File: src/rtl/pinbank_pkg.sv
package pinbank_pkg;
   localparam int NATTR     = 8;
   localparam int A_DATA    = 0;
   localparam int A_MODE0   = 1;
   localparam int A_MODE1   = 2;
   localparam int A_MODE2   = 3;
   localparam int A_LEVEL   = 4;
   localparam int A_BIDIR   = 5;
   localparam int A_SLOW    = 6;
   localparam int A_BYPASS  = 7;
   localparam int PW_AW     = 4;
   localparam int RD_AW     = 5;
   localparam logic [PW_AW-1:0] BCAST_ADDR = 4'd8;
   // attributes that the broadcast register touches
   localparam logic [NATTR-1:0] BCAST_MASK = 8'b1110_1100;
   // attributes held in writable storage
   localparam logic [NATTR-1:0] STORED_MASK = 8'b1110_1111;

   typedef enum logic [2:0] {
      DM_ANALOG_Z  = 3'd0,
      DM_DIGITAL_Z = 3'd1,
      DM_PULL_UP   = 3'd2,
      DM_PULL_DN   = 3'd3,
      DM_OD_LOW    = 3'd4,
      DM_OD_HIGH   = 3'd5,
      DM_STRONG    = 3'd6,
      DM_PULL_BOTH = 3'd7
   } drive_mode_e;
endpackage

File: src/rtl/pinbank_store.sv
module pinbank_store
   import pinbank_pkg::*;
#(
   parameter int NPINS = 8,
   parameter int PIW   = 3
) (
   input  logic                        clk,
   input  logic                        rst_n,
   input  logic                        pw_we,
   input  logic [PW_AW-1:0]            pw_addr,
   input  logic [NATTR-1:0]            pw_wdata,
   input  logic                        pp_we,
   input  logic [PIW-1:0]              pp_pin,
   input  logic [NATTR-1:0]            pp_wdata,
   input  logic [NPINS-1:0]            pin_in,
   output logic [NATTR-1:0][NPINS-1:0] attr_q
);
   logic row_wr;
   logic bc_wr;

   assign row_wr = pw_we && (pw_addr < PW_AW'(NATTR));
   assign bc_wr  = pw_we && (pw_addr == BCAST_ADDR);

   for (genvar a = 0; a < NATTR; a++) begin : g_attr
      for (genvar p = 0; p < NPINS; p++) begin : g_pin
         logic bit_q;
         if (a == A_LEVEL) begin : g_level
            always_ff @(posedge clk or negedge rst_n) begin
               if (!rst_n) bit_q <= 1'b0;
               else        bit_q <= pin_in[p];
            end
         end else begin : g_cfg
            logic pp_hit;
            logic row_hit;
            logic bc_hit;
            assign pp_hit  = pp_we && (pp_pin == PIW'(p));
            assign row_hit = row_wr && (pw_addr[2:0] == 3'(a));
            assign bc_hit  = bc_wr && BCAST_MASK[a];
            always_ff @(posedge clk or negedge rst_n) begin
               if (!rst_n)       bit_q <= 1'b0;
               else if (pp_hit)  bit_q <= pp_wdata[a];
               else if (row_hit) bit_q <= pw_wdata[p];
               else if (bc_hit)  bit_q <= pw_wdata[a];
            end
         end
         assign attr_q[a][p] = bit_q;
      end
   end
endmodule

File: src/rtl/pinbank_rdmux.sv
module pinbank_rdmux
   import pinbank_pkg::*;
#(
   parameter int NPINS = 8
) (
   input  logic [NATTR-1:0][NPINS-1:0] attr_q,
   input  logic [RD_AW-1:0]            rd_addr,
   output logic [NATTR-1:0]            rd_data
);
   logic [NATTR-1:0][NATTR-1:0] rows;
   logic [NATTR-1:0][NATTR-1:0] cols;

   for (genvar a = 0; a < NATTR; a++) begin : g_row
      for (genvar p = 0; p < NATTR; p++) begin : g_bit
         if (p < NPINS) begin : g_live
            assign rows[a][p] = attr_q[a][p];
            assign cols[p][a] = attr_q[a][p];
         end else begin : g_pad
            assign rows[a][p] = 1'b0;
            assign cols[p][a] = 1'b0;
         end
      end
   end

   always_comb begin
      rd_data = '0;
      case (rd_addr[4:3])
         2'b00:   rd_data = rows[rd_addr[2:0]];
         2'b01:   rd_data = cols[rd_addr[2:0]];
         default: rd_data = '0;
      endcase
   end
endmodule

File: src/rtl/pinbank_drive.sv
module pinbank_drive
   import pinbank_pkg::*;
(
   input  logic [2:0] mode,
   input  logic       dr,
   input  logic       byp,
   input  logic       alt,
   output logic       oe,
   output logic       val,
   output logic       pu,
   output logic       pd,
   output logic       ibuf
);
   logic d;
   assign d   = byp ? alt : dr;
   assign val = d;

   always_comb begin
      oe   = 1'b0;
      pu   = 1'b0;
      pd   = 1'b0;
      ibuf = 1'b1;
      case (drive_mode_e'(mode))
         DM_ANALOG_Z:  ibuf = 1'b0;
         DM_DIGITAL_Z: ;
         DM_PULL_UP:   begin oe = ~d; pu = d;  end
         DM_PULL_DN:   begin oe = d;  pd = ~d; end
         DM_OD_LOW:    oe = ~d;
         DM_OD_HIGH:   oe = d;
         DM_STRONG:    oe = 1'b1;
         DM_PULL_BOTH: begin pu = d;  pd = ~d; end
         default:      ibuf = 1'b0;
      endcase
   end
endmodule

File: src/rtl/pinbank_cfg.sv
module pinbank_cfg
   import pinbank_pkg::*;
#(
   parameter int NPINS = 8,
   parameter int PIW   = (NPINS > 1) ? $clog2(NPINS) : 1
) (
   input  logic                 clk,
   input  logic                 rst_n,
   input  logic                 pw_we,
   input  logic [3:0]           pw_addr,
   input  logic [7:0]           pw_wdata,
   input  logic                 pp_we,
   input  logic [PIW-1:0]       pp_pin,
   input  logic [7:0]           pp_wdata,
   input  logic [4:0]           rd_addr,
   output logic [7:0]           rd_data,
   input  logic [NPINS-1:0]     pin_in,
   input  logic [NPINS-1:0]     alt_out,
   output logic [NPINS-1:0]     pad_oe,
   output logic [NPINS-1:0]     pad_val,
   output logic [NPINS-1:0]     pull_up,
   output logic [NPINS-1:0]     pull_dn,
   output logic [NPINS-1:0]     pad_ibuf,
   output logic [NPINS-1:0]     slow_o,
   output logic [NPINS-1:0]     bidir_o
);
   if (NPINS < 1 || NPINS > NATTR) begin : g_bad_npins
      $error("pinbank_cfg: NPINS must lie in 1..8");
   end
   if (PIW < 1 || (1 << PIW) < NPINS) begin : g_bad_piw
      $error("pinbank_cfg: PIW too narrow for NPINS");
   end

   logic [NATTR-1:0][NPINS-1:0] attr_q;

   pinbank_store #(.NPINS(NPINS), .PIW(PIW)) u_store (
      .clk      (clk),
      .rst_n    (rst_n),
      .pw_we    (pw_we),
      .pw_addr  (pw_addr),
      .pw_wdata (pw_wdata),
      .pp_we    (pp_we),
      .pp_pin   (pp_pin),
      .pp_wdata (pp_wdata),
      .pin_in   (pin_in),
      .attr_q   (attr_q)
   );

   pinbank_rdmux #(.NPINS(NPINS)) u_rdmux (
      .attr_q  (attr_q),
      .rd_addr (rd_addr),
      .rd_data (rd_data)
   );

   for (genvar p = 0; p < NPINS; p++) begin : g_pad
      pinbank_drive u_drive (
         .mode ({attr_q[A_MODE2][p], attr_q[A_MODE1][p], attr_q[A_MODE0][p]}),
         .dr   (attr_q[A_DATA][p]),
         .byp  (attr_q[A_BYPASS][p]),
         .alt  (alt_out[p]),
         .oe   (pad_oe[p]),
         .val  (pad_val[p]),
         .pu   (pull_up[p]),
         .pd   (pull_dn[p]),
         .ibuf (pad_ibuf[p])
      );
   end

   assign slow_o  = attr_q[A_SLOW];
   assign bidir_o = attr_q[A_BIDIR];
endmodule

File: config.mk
export PLATFORM = sky130hd
export DESIGN_NAME = pinbank_cfg
export DESIGN_NICKNAME = d
export VERILOG_FILES = /design/src/rtl/pinbank_pkg.sv /design/src/rtl/pinbank_store.sv /design/src/rtl/pinbank_rdmux.sv /design/src/rtl/pinbank_drive.sv /design/src/rtl/pinbank_cfg.sv
export SDC_FILE = /design/constraint.sdc
export NUM_CORES = 1
export LEC_CHECK = 0
export ABC_AREA = 1
export ABC_CLOCK_PERIOD_IN_PS = 1600
export BUFFER_PORTS_ARGS = -buffer_cell sky130_fd_sc_hd__buf_2
export CORE_ASPECT_RATIO = 0.75
export CORE_UTILIZATION = 51
export DETAILED_ROUTE_END_ITERATION = 7
export GPL_TIMING_DRIVEN = 0
export PLACE_DENSITY = 0.74
export SKIP_LAST_GASP = 1
export SYNTH_ARGS = -nofsm -noshare
export SYNTH_HDL_FRONTEND = slang
export SYNTH_SLANG_ARGS = --single-unit
File: constraint.sdc
create_clock -name clk -period 1.6 [get_ports clk]
set_input_delay 0.16 -clock clk [delete_from_list [all_inputs] [get_ports clk]]
set_output_delay 0.16 -clock clk [all_outputs]
set_load 0.02 [all_outputs]
==> impl_metrics.prom <==
# TYPE chip_impl_metric gauge
chip_impl_info{name="largest-register",value="u_store.g_attr.g_pin.bit_q"} 1
chip_impl_metric{name="ff2ff_setup_slack",unit="ns"} 0.70
chip_impl_metric{name="fin_area",unit="um2"} 7820
chip_impl_metric{name="dp_hpwl",unit="mm"} 18.1
chip_impl_metric{name="number_of_flip_flops_and_latches_in_the_synthesized_netlist",unit=""} 64
chip_impl_info{name="failed_checks",value="setup timing"} 1
chip_impl_metric{name="top_level_port_count",unit=""} 112
chip_impl_metric{name="die_w",unit="um"} 127
chip_impl_metric{name="global_route_total_overflow",unit=""} 0
chip_impl_info{name="r2r-end",value="u_store.g_attr[2].g_pin[2].bit_q"} 1
chip_impl_metric{name="ys_seq_area_frac",unit=""} 0.267
chip_impl_metric{name="routed_wl",unit="mm"} 25.7
chip_impl_metric{name="dieHeight",unit="um"} 95.9
chip_impl_info{name="setup.worst_path.end_class",value="output port"} 1
chip_impl_metric{name="worst_hold_slack",unit="ns"} 0.221
chip_impl_metric{name="insertedDiodeCount",unit=""} 0
chip_impl_metric{name="total_power_consumption",unit="W"} 0.00852
chip_impl_info{name="post_synth_main_area_contributors",value="dfrtp_1 (27%), nand2_1 (22%), nand3_1 (19%)"} 1
chip_impl_metric{name="synth_fp_nets",unit=""} 1029
chip_impl_metric{name="fp.dieArea",unit="um2"} 12200
chip_impl_metric{name="initial_utilization",unit=""} 0.536
chip_impl_metric{name="synthesis.area",unit="um2"} 6000
chip_impl_metric{name="worstSkewPairLatency",unit="ns"} 0.34
chip_impl_metric{name="postPlaceCellArea",unit="um2"} 6670
chip_impl_metric{name="vias",unit=""} 7672
chip_impl_info{name="crit_path_start",value="u_store.g_attr[1].g_pin[3].bit_q"} 1
chip_impl_info{name="worst_path_max_delay_cell",value="dfrtp_2"} 1
chip_impl_info{name="status",value="finished, violations left"} 1
chip_impl_metric{name="fmax",unit="MHz"} 592
chip_impl_metric{name="grt_max_degree",unit=""} 65
chip_impl_metric{name="gp_congestion",unit=""} 1.05
chip_impl_metric{name="postSynth.asyncResetShare",unit=""} 1.00
chip_impl_info{name="hold_path.class",value="input pin to flop"} 1
chip_impl_metric{name="finalWorstSetupSlack",unit="ns"} -0.0903
chip_impl_metric{name="detailed_router_s_first_iteration_violation_count",unit=""} 1060
chip_impl_metric{name="total_cts_buffers",unit=""} 9
chip_impl_metric{name="post_route_cells_drive_above_1_share",unit=""} 0.340
chip_impl_metric{name="max-cap-violations",unit=""} 0
chip_impl_info{name="post_synth_most_frequent_cells",value="nand2_1 (352), nand3_1 (233), dfrtp_1 (64), buf_4 (60), inv_1 (56)"} 1
chip_impl_info{name="regToRegStartpoint",value="u_store.g_attr[2].g_pin[2].bit_q"} 1
chip_impl_metric{name="yosys.cell_types.count",unit=""} 26
chip_impl_metric{name="largest_reg_flops",unit=""} 64
chip_impl_info{name="worstSetupStartpointType",value="flop"} 1
chip_impl_metric{name="finalCoreUtilization",unit=""} 0.699
chip_impl_metric{name="leakagePower",unit="nW"} 4.08
chip_impl_metric{name="stage_delay_of_the_slowest_cell_on_the_critical_path",unit="ns"} 0.44
chip_impl_metric{name="critical_path.max_fanout",unit=""} 5
chip_impl_metric{name="final.min_clock_period",unit="ns"} 1.69
chip_impl_metric{name="reg2regPathDepth",unit=""} 2
chip_impl_metric{name="synth_warnings",unit=""} 0
chip_impl_metric{name="setup-violations-final",unit=""} 14
chip_impl_metric{name="critical_path_arrival",unit="ns"} 1.53
chip_impl_info{name="rsz_0062_raised_after_global_routing",value="true"} 1
chip_impl_metric{name="core.rowCount",unit=""} 33
chip_impl_metric{name="worst-slew-pin-transition",unit="ns"} 0.834
chip_impl_metric{name="timing.max_slew.rel_slack",unit=""} 0.444
chip_impl_metric{name="vias_in_the_first_global_route",unit=""} 6824
chip_impl_metric{name="detail_route.vias_per_cell",unit=""} 6.01
chip_impl_metric{name="detail-route-antenna-nets",unit=""} 0
chip_impl_metric{name="synth_cells",unit=""} 981
chip_impl_info{name="timing_worst_setup_path_type",value="flop to output port"} 1
chip_impl_info{name="clockRootBuffer",value="clkbuf_16"} 1
chip_impl_metric{name="layout.nets",unit=""} 1163
chip_impl_info{name="synthMostInstantiatedCell",value="nand2_1"} 1
chip_impl_metric{name="area.growth.synth_to_final",unit="%"} 30.4
chip_impl_metric{name="drt_first_pass_iters",unit=""} 6
chip_impl_metric{name="finalNonFillerCells",unit=""} 1277
chip_impl_metric{name="cts_num_sinks",unit=""} 64
chip_impl_metric{name="drc",unit=""} 0
chip_impl_info{name="critical_path.cell_chain",value="inv_1, nand2_1, a21oi_1, buf_4, buf_4"} 1
chip_impl_metric{name="synth_area_per_inst",unit="um2"} 6.11
chip_impl_metric{name="fin_crit_sh",unit=""} 1.06
chip_impl_info{name="timing.critical_path.mode_cell",value="buf_4"} 1
chip_impl_metric{name="netlist.area_leader.share",unit=""} 0.267
chip_impl_metric{name="route.detailed.wl_per_inst",unit="um"} 20.1
chip_impl_metric{name="synth_edf_count",unit=""} 0
chip_impl_metric{name="max_root_sink_buffers",unit=""} 2
chip_impl_metric{name="grt_usage",unit=""} 0.426
chip_impl_info{name="cts_tree",value="done"} 1
chip_impl_metric{name="dp_cells",unit=""} 1233
chip_impl_metric{name="worst_clock_skew",unit="ns"} 0
chip_impl_metric{name="cts-htree-levels",unit=""} 3
chip_impl_metric{name="worst_ep_required_time",unit="ns"} 1.44
chip_impl_metric{name="portBuffers",unit=""} 95
chip_impl_info{name="synth-main-ff-cell",value="dfrtp_1"} 1
chip_impl_metric{name="power_density",unit="nW/um2"} 1090
chip_impl_metric{name="clk_transition_reported_paths",unit="ns"} 0.06
chip_impl_metric{name="number_of_antenna_violations_at_the_first_check_in_global_routing",unit=""} 0
chip_impl_metric{name="final_hold_viol_count",unit=""} 0
chip_impl_metric{name="final_max_slew_viol_count",unit=""} 0
chip_impl_info{name="critical_path.endpoint",value="pad_oe[3]"} 1
chip_impl_info{name="synth_area_leader_cell",value="dfrtp_1"} 1
chip_impl_metric{name="core_region_area",unit="um2"} 11200
chip_impl_metric{name="grt_pass1_wl",unit="mm"} 38.3
chip_impl_metric{name="peakVddDrop",unit="mV"} 0.913
chip_impl_info{name="reg.largest.list",value="u_store.g_attr.g_pin.bit_q x64"} 1
==> layout make-up <==
cell class | count | area, um2
Tap cell | 157 | 196
Clock buffer | 10 | 239
Fill cell | 1006 | 3370
Multi-Input combinational cell | 737 | 3780
Buffer | 100 | 611
Timing Repair Buffer | 139 | 1060
Clock inverter | 6 | 35.0
Sequential cell | 64 | 1650
Inverter | 64 | 243
==> per-stage QoR <==
| stage | setup WS (ns) | setup TNS (ns) |
|---|---|---|
| finish | -0.0903 | -0.489 |
| global route | -0.148 | -1.47 |
| CTS | -0.0457 | -0.230 |
| detailed placement | -0.229 | -1.29 |
| global placement | -0.224 | -1.58 |
| floorplan | 0.274 | 0 |
==> metal layers <==
layer,vias to the layer above,GRT usage,part of all wire
li1,3462,-,-
met1,3533,0.579,0.40
met2,594,0.639,0.42
met3,83,0.136,0.14
met4,0,0.143,0.031
met5,-,0,0
==> how the worst min path moves through the flow <==
stage,start,endpoint,cells past startpoint
6_report,pw_wdata[0],u_store.g_attr[1].g_pin[0].bit_q,5
5_1_grt,pw_wdata[4],u_store.g_attr[1].g_pin[4].bit_q,5
4_1_cts,pw_wdata[4],u_store.g_attr[1].g_pin[4].bit_q,5
3_5_place_dp,pin_in[2],u_store.g_attr[4].g_pin[2].bit_q,1
3_3_place_gp,pin_in[3],u_store.g_attr[4].g_pin[3].bit_q,1
2_1_floorplan,rst_n,u_store.g_attr[0].g_pin[0].bit_q,0
==> cells by family (layout without fill, tap and decap cells) <==
kind of cell	count (synthesis)	after routing	share of synthesized area
and+or+nand+nor	680	680	0.514
AOI/OAI and AO/OA	55	55	0.0576
buffers and inverters	180	319	0.159
xor gates and xnor gates	2	2	0.00292
DFF	64	64	0.267
==> where the power goes <==
group          leakage [nW]  internal [W]  switching (W)
clock network         0.134       0.00108       0.000757
registers             0.746       0.00199       0.000663
logic                  3.20       0.00180        0.00223
==> timing repair <==
| item | in CTS | in global routing |
|---|---|---|
| buffers inserted | 24 | 11 |
| gates cloned | 0 | 0 |
| setup endpoints to repair | 39 | 36 |
| resized for setup | 141 | 83 |
| endpoints found under the hold margin | 72 | 0 |
| hold buffers | 9 | 0 |
| pin swaps | 42 | 35 |
==> worst max-delay path, delay by kind of cell (launching register included) <==
kind	cells	cell delay (ns)
AND/OR/NAND/NOR	1	0.12
buffers and inverters	3	0.47
flip-flops	1	0.44
AO/OA/AOI/OAI	1	0.15
==> cell usage in the layout, fill, tap and decap left out, types with 23 or more instances in the layout <==
cell type	count
nand4_1	38
nand3_1	215
nand2_1	327
dfrtp_1	26
dfrtp_2	38
buf_4	71
buf_2	92
nand2_2	25
nor2_1	23
buf_6	41
inv_1	42
(Power assumes the default switching activity.)
